File: config.mk
export PLATFORM = sky130hd
export DESIGN_NAME = bitmax_scan_engine
export DESIGN_NICKNAME = d
export VERILOG_FILES = /design/src/rtl/scan_pkg.sv /design/src/rtl/bit_tally.sv /design/src/rtl/scan_regs.sv /design/src/rtl/scan_fsm.sv /design/src/rtl/bitmax_scan_engine.sv
export SDC_FILE = /design/constraint.sdc
export NUM_CORES = 1
export LEC_CHECK = 0
export ABC_AREA = 1
export BUFFER_PORTS_ARGS = -buffer_cell sky130_fd_sc_hd__buf_2
export CORE_MARGIN = 1.5
export CORE_UTILIZATION = 40
export DETAILED_ROUTE_END_ITERATION = 16
export GPL_TIMING_DRIVEN = 0
export HOLD_SLACK_MARGIN = 0.12
export MAX_ROUTING_LAYER = met4
export PLACE_DENSITY_LB_ADDON = 0.12
export SLEW_MARGIN = 20
export SYNTH_ARGS = -nofsm -noshare
export SYNTH_HDL_FRONTEND = slang
export SYNTH_HIERARCHICAL = 1
export SYNTH_SLANG_ARGS = --single-unit
File: constraint.sdc
create_clock -name clk -period 11.7 [get_ports clk]
set_input_delay 0 -clock clk [delete_from_list [all_inputs] [get_ports clk]]
set_output_delay 0 -clock clk [all_outputs]
set_load 0.02 [all_outputs]
File: src/rtl/scan_pkg.sv
package scan_pkg;

    typedef enum logic [1:0] {
        S_IDLE      = 2'd0,
        S_READ_REQ  = 2'd1,
        S_WAIT_RESP = 2'd2,
        S_DONE      = 2'd3
    } scan_state_e;

    localparam int unsigned REG_AW = 3;

    localparam logic [REG_AW-1:0] RA_START_ADDR = 3'd0;
    localparam logic [REG_AW-1:0] RA_CONTROL    = 3'd1;
    localparam logic [REG_AW-1:0] RA_STATUS     = 3'd2;
    localparam logic [REG_AW-1:0] RA_BEST_COUNT = 3'd3;
    localparam logic [REG_AW-1:0] RA_BEST_INDEX = 3'd4;

endpackage

File: src/rtl/bit_tally.sv
module bit_tally #(
    parameter int unsigned DATA_W = 32,
    parameter int unsigned CNT_W  = $clog2(DATA_W + 1)
) (
    input  logic [DATA_W-1:0] word_in,
    output logic [CNT_W-1:0]  ones
);

    always_comb begin
        ones = '0;
        for (int b = 0; b < DATA_W; b++) begin
            ones = ones + CNT_W'(word_in[b]);
        end
    end

endmodule

File: src/rtl/scan_regs.sv
module scan_regs
    import scan_pkg::*;
#(
    parameter int unsigned ADDR_W = 32,
    parameter int unsigned DATA_W = 32,
    parameter int unsigned CNT_W  = 6,
    parameter int unsigned IDX_W  = 10
) (
    input  logic              clk,
    input  logic              rst_n,
    input  logic              reg_we,
    input  logic [REG_AW-1:0] reg_addr,
    input  logic [DATA_W-1:0] reg_wdata,
    output logic [DATA_W-1:0] reg_rdata,
    input  logic              busy,
    input  logic              done_set,
    input  logic [CNT_W-1:0]  best_count,
    input  logic [IDX_W-1:0]  best_index,
    output logic [ADDR_W-1:0] start_addr,
    output logic              irq_en,
    output logic              done_flag,
    output logic              start_req,
    output logic              irq
);

    logic wr_start_addr, wr_control, wr_status;

    always_comb begin
        wr_start_addr = reg_we && (reg_addr == RA_START_ADDR);
        wr_control    = reg_we && (reg_addr == RA_CONTROL);
        wr_status     = reg_we && (reg_addr == RA_STATUS);
        start_req     = wr_control && reg_wdata[0] && !busy;
        irq           = done_flag && irq_en;
    end

    always_ff @(posedge clk) begin
        if (!rst_n) begin
            start_addr <= '0;
            irq_en     <= 1'b0;
            done_flag  <= 1'b0;
        end else begin
            if (wr_start_addr) start_addr <= reg_wdata[ADDR_W-1:0];
            if (wr_control)    irq_en     <= reg_wdata[1];
            if (done_set)
                done_flag <= 1'b1;
            else if (wr_status && reg_wdata[1])
                done_flag <= 1'b0;
        end
    end

    always_comb begin
        reg_rdata = '0;
        case (reg_addr)
            RA_START_ADDR: reg_rdata = DATA_W'(start_addr);
            RA_CONTROL:    reg_rdata = DATA_W'({irq_en, 1'b0});
            RA_STATUS:     reg_rdata = DATA_W'({done_flag, busy});
            RA_BEST_COUNT: reg_rdata = DATA_W'(best_count);
            RA_BEST_INDEX: reg_rdata = DATA_W'(best_index);
            default:       reg_rdata = '0;
        endcase
    end

endmodule

File: src/rtl/scan_fsm.sv
module scan_fsm
    import scan_pkg::*;
#(
    parameter int unsigned ADDR_W     = 32,
    parameter int unsigned CNT_W      = 6,
    parameter int unsigned WORD_COUNT = 1024,
    parameter int unsigned IDX_W      = $clog2(WORD_COUNT)
) (
    input  logic              clk,
    input  logic              rst_n,
    input  logic              start_req,
    input  logic [ADDR_W-1:0] start_addr,
    input  logic              mem_req_ready,
    input  logic              mem_rsp_valid,
    input  logic [CNT_W-1:0]  word_ones,
    output logic              mem_req_valid,
    output logic [ADDR_W-1:0] mem_req_addr,
    output logic              busy,
    output logic              done_set,
    output logic [CNT_W-1:0]  best_count,
    output logic [IDX_W-1:0]  best_index
);

    localparam logic [IDX_W-1:0] LAST_IDX = IDX_W'(WORD_COUNT - 1);

    scan_state_e       state_q, state_nx;
    logic [IDX_W-1:0]  idx_q;
    logic [ADDR_W-1:0] scan_base_q;
    logic              last_word;
    logic              take_rsp;

    assign last_word = (idx_q == LAST_IDX);
    assign take_rsp  = (state_q == S_WAIT_RESP) && mem_rsp_valid;

    always_comb begin
        state_nx = state_q;
        unique case (state_q)
            S_IDLE:      if (start_req)     state_nx = S_READ_REQ;
            S_READ_REQ:  if (mem_req_ready) state_nx = S_WAIT_RESP;
            S_WAIT_RESP: if (mem_rsp_valid) state_nx = last_word ? S_DONE : S_READ_REQ;
            S_DONE:                         state_nx = S_IDLE;
        endcase
    end

    always_ff @(posedge clk) begin
        if (!rst_n) state_q <= S_IDLE;
        else        state_q <= state_nx;
    end

    always_ff @(posedge clk) begin
        if (!rst_n) begin
            idx_q       <= '0;
            scan_base_q <= '0;
            best_count  <= '0;
            best_index  <= '0;
        end else begin
            if ((state_q == S_IDLE) && start_req) begin
                idx_q       <= '0;
                scan_base_q <= start_addr;
            end
            if (take_rsp) begin
                if ((idx_q == '0) || (word_ones > best_count)) begin
                    best_count <= word_ones;
                    best_index <= idx_q;
                end
                if (!last_word) idx_q <= idx_q + 1'b1;
            end
        end
    end

    always_comb begin
        mem_req_valid = (state_q == S_READ_REQ);
        mem_req_addr  = scan_base_q + ADDR_W'({idx_q, 2'b00});
        busy          = (state_q != S_IDLE);
        done_set      = (state_q == S_DONE);
    end

endmodule

File: src/rtl/bitmax_scan_engine.sv
module bitmax_scan_engine
    import scan_pkg::*;
#(
    parameter int unsigned ADDR_W     = 32,
    parameter int unsigned DATA_W     = 32,
    parameter int unsigned WORD_COUNT = 1024
) (
    input  logic              clk,
    input  logic              rst_n,
    input  logic              reg_we,
    input  logic [2:0]        reg_addr,
    input  logic [DATA_W-1:0] reg_wdata,
    output logic [DATA_W-1:0] reg_rdata,
    output logic              mem_req_valid,
    input  logic              mem_req_ready,
    output logic [ADDR_W-1:0] mem_req_addr,
    input  logic              mem_rsp_valid,
    input  logic [DATA_W-1:0] mem_rsp_data,
    output logic              irq
);

    localparam int unsigned CNT_W = $clog2(DATA_W + 1);
    localparam int unsigned IDX_W = $clog2(WORD_COUNT);

    logic              busy, done_set, done_flag, start_req, irq_en;
    logic [ADDR_W-1:0] start_addr;
    logic [CNT_W-1:0]  word_ones, best_count;
    logic [IDX_W-1:0]  best_index;

    bit_tally #(.DATA_W(DATA_W), .CNT_W(CNT_W)) u_tally (
        .word_in (mem_rsp_data),
        .ones    (word_ones)
    );

    scan_regs #(
        .ADDR_W(ADDR_W), .DATA_W(DATA_W), .CNT_W(CNT_W), .IDX_W(IDX_W)
    ) u_regs (
        .clk        (clk),
        .rst_n      (rst_n),
        .reg_we     (reg_we),
        .reg_addr   (reg_addr),
        .reg_wdata  (reg_wdata),
        .reg_rdata  (reg_rdata),
        .busy       (busy),
        .done_set   (done_set),
        .best_count (best_count),
        .best_index (best_index),
        .start_addr (start_addr),
        .irq_en     (irq_en),
        .done_flag  (done_flag),
        .start_req  (start_req),
        .irq        (irq)
    );

    scan_fsm #(
        .ADDR_W(ADDR_W), .CNT_W(CNT_W), .WORD_COUNT(WORD_COUNT), .IDX_W(IDX_W)
    ) u_fsm (
        .clk           (clk),
        .rst_n         (rst_n),
        .start_req     (start_req),
        .start_addr    (start_addr),
        .mem_req_ready (mem_req_ready),
        .mem_rsp_valid (mem_rsp_valid),
        .word_ones     (word_ones),
        .mem_req_valid (mem_req_valid),
        .mem_req_addr  (mem_req_addr),
        .busy          (busy),
        .done_set      (done_set),
        .best_count    (best_count),
        .best_index    (best_index)
    );

endmodule

==> results.py <==
metrics = {
    "status": {
        "status": "complete, no violations",
    },
    "global_route": {
        "grt_pass1_wl_um": 29900,
        "grt_usage_pct": 23.6,
        "grt_pass1_vias": 6127,
        "grt_antenna_before_repair": 0,
        "grt_max_degree": 16,
        "grt-ovfl-total": 0,
    },
    "drt": {
        "ant_nets": 0,
        "firstDrtPassIters": 4,
        "routed_via_density": 4.74,
        "routed_wl_um": 18800,
        "route.detailed.drc": 0,
        "top_layer": "met4",
        "wl_met3_um": 783,
        "drt_iter0_markers": 416,
        "vias": 6595,
        "wl_met2_um": 8670,
        "wl_met1_um": 9010,
        "avgRoutedWirePerCell_um": 13.5,
    },
    "timing": {
        "worst_slack_ps": 6420,
        "relSlewSlack_pct": 57.1,
        "rsz0062_at_grt": "false",
        "fin_hold_ws_ps": 136,
        "fin_setup_tns_ps": 0,
        "min_period_ps": 5280,
        "hold_viol": 0,
        "setup_viol": 0,
        "clock.fmax_mhz": 189,
        "finalCritPeriodShare_pct": 45.1,
        "skew_ps": 6.63,
        "tightestPinTransition_ps": 640,
        "slew_viol_final": 0,
    },
    "logic_synthesis": {
        "yosys.area.top_type": "dfxtp_1",
        "yosys_most_used_dff": "dfxtp_1",
        "synth_commonest_cells": "242 x nand2_1, 182 x nor2_1, 147 x inv_1",
        "synth_warnings": 6,
        "synth_area_sq_um": 6420,
        "yosysUniqueCellTypes": 40,
        "syn_nets": 1101,
        "async_reset_ff_share_pct": 0,
        "post_synth_inst_count": 979,
        "synth-edff-count": 0,
        "yosysSeqAreaShare_pct": 29.3,
        "yosysMostFrequentCell": "nand2_1",
        "synth_seq_cells": 94,
        "synth_area_leaders": "dfxtp_1 29%, nand2_1 14%, nor2_1 11%",
        "netlist.area_leader.share_pct": 29.3,
        "avgSynthCellArea_sq_um": 6.55,
    },
    "run": {
        "maxCapViolCount": 0,
    },
    "power_and_ir_drop": {
        "power_leakage_nw": 4.21,
        "power.density_nw_per_um2": 161,
        "total_power_mw": 1.30,
        "ir_drop_uv": 468,
    },
    "critical_path": {
        "cp-end-kind": "flop",
        "critical_path_class": "input port to flop",
        "critPathMaxStageDelay_ps": 530,
        "arrival_ps": 5480,
        "slowest_stage": "fa_1",
        "path_common_cell": "fa_1",
        "cp-start-kind": "input port",
        "cp_max_fo": 10,
        "required_ps": 11900,
    },
    "place": {
        "hpwl_um": 14800,
        "port-buffer-count": 136,
        "place_area_sq_um": 7370,
        "dp_cells": 1331,
        "pre_cts_slack_ps": 6060,
        "gp_congestion": 0.899,
    },
    "clocking": {
        "clk_pin_slew_ps": 70,
        "clockRootBuffer": "clkbuf_16",
        "cts_buffers": 9,
        "cts.path.max_buffers": 2,
        "clock-sinks": 94,
        "clock_latency_ps": 340,
        "cts_tree": "yes",
        "htreeDepth": 3,
        "cts_setup_buffers": 0,
    },
    "min_path": {
        "hold_path_class": "input port to flop",
    },
    "die": {
        "die_h_um": 130,
        "pin_count": 138,
        "dieArea_sq_um": 16800,
        "rows": 46,
        "die_w_um": 130,
        "core-area_sq_um": 15800,
        "start_util_pct": 40.7,
    },
    "cells_and_area": {
        "area_growth_pct": 26.2,
        "num_antenna_cells": 0,
        "stdcell_count": 1390,
        "fin_util_pct": 51.3,
        "drive_gt1_share_pct": 17.3,
        "final_area_sq_um": 8100,
        "nets": 1291,
    },
}
final timing paths:
check	start	end	slack, ps	depth (start not counted)
max	mem_rsp_data[0]	u_fsm/best_count[2]$_SDFFE_PN0P_	6420	29
min	reg_addr[2]	u_regs/done_flag$_SDFFE_PN0P_	140	5
max reg2reg	u_fsm/state_q[1]$_SDFFE_PN0P_	u_fsm/state_q[0]$_SDFFE_PN0P_	9740	9
min reg2reg	u_fsm/best_index[9]$_SDFFE_PN0P_	u_fsm/best_index[9]$_SDFFE_PN0P_	470	2
cells by family after synthesis:
| family | synth area share, % |
|---|---|
| AOI/OAI and AO/OA | 8.79 |
| xor gates and xnor gates | 2.32 |
| adders and majority gates | 12.7 |
| buffers and inverters | 11.9 |
| DFF | 29.3 |
| and+or+nand+nor | 35.0 |
repair_timing:
item                                    CTS  global route
endpoints found under the hold margin    37             0
hold buffers                             43             0
resized for setup                         0             0
endpoints found under the setup margin    0             0
power breakdown:
part	switching (mW)	internal [mW]
sequential	0.00560	0.327
combinational	0.400	0.271
clock	0.129	0.171
total	0.534	0.768
cell type report:
| class | count | area (sq um) |
|---|---|---|
| inverters | 152 | 571 |
| well taps | 216 | 270 |
| multi-input cells | 699 | 3770 |
| fillers | 1648 | 7670 |
| clock inverters | 6 | 61.3 |
| flip-flops and latches | 94 | 1880 |
| clock buffers | 10 | 239 |
| repair buffers | 179 | 1110 |
| plain buffers | 34 | 190 |
registers in the layout, indices dropped and copies added (netlist names):
name               flops
u_fsm/best_count       6
u_regs/irq_en          1
u_fsm/state_q          2
u_fsm/best_index      10
u_regs/done_flag       1
u_regs/start_addr     32
u_fsm/idx_q           10
u_fsm/scan_base_q     32
placed cells by master (no fill, tap or decap), types with 4 or more instances in the layout:
cell type / count
dlygate4sd3_1: 43
nand4_1: 14
o21ai_2: 4
xor2_1: 13
a21oi_1: 36
nand3_1: 51
o21ai_1: 4
nor2_1: 182
xnor2_1: 4
nor3_1: 9
dfxtp_1: 94
nand3b_1: 6
clkbuf_16: 9
o211ai_1: 5
inv_2: 5
buf_2: 149
nand2_2: 5
fa_1: 25
o21ai_0: 46
clkbuf_1: 13
nand2_1: 242
inv_1: 147
ha_1: 25
critical path: cells and delay by family:
kind | cells | cell delay, ps
adder cells (fa/ha/maj) | 9 | 3880
buffers and inverters | 8 | 610
AO/OA/AOI/OAI | 1 | 50
AND/OR/NAND/NOR | 11 | 960
metal layers:
metal	up-vias	global-route usage, %
met5	-	-
met4	0	7.84
met3	24	2.19
met2	188	37.6
met1	2978	31.6
li1	3405	-
Note: power is estimated with default switching activity, not from simulation.
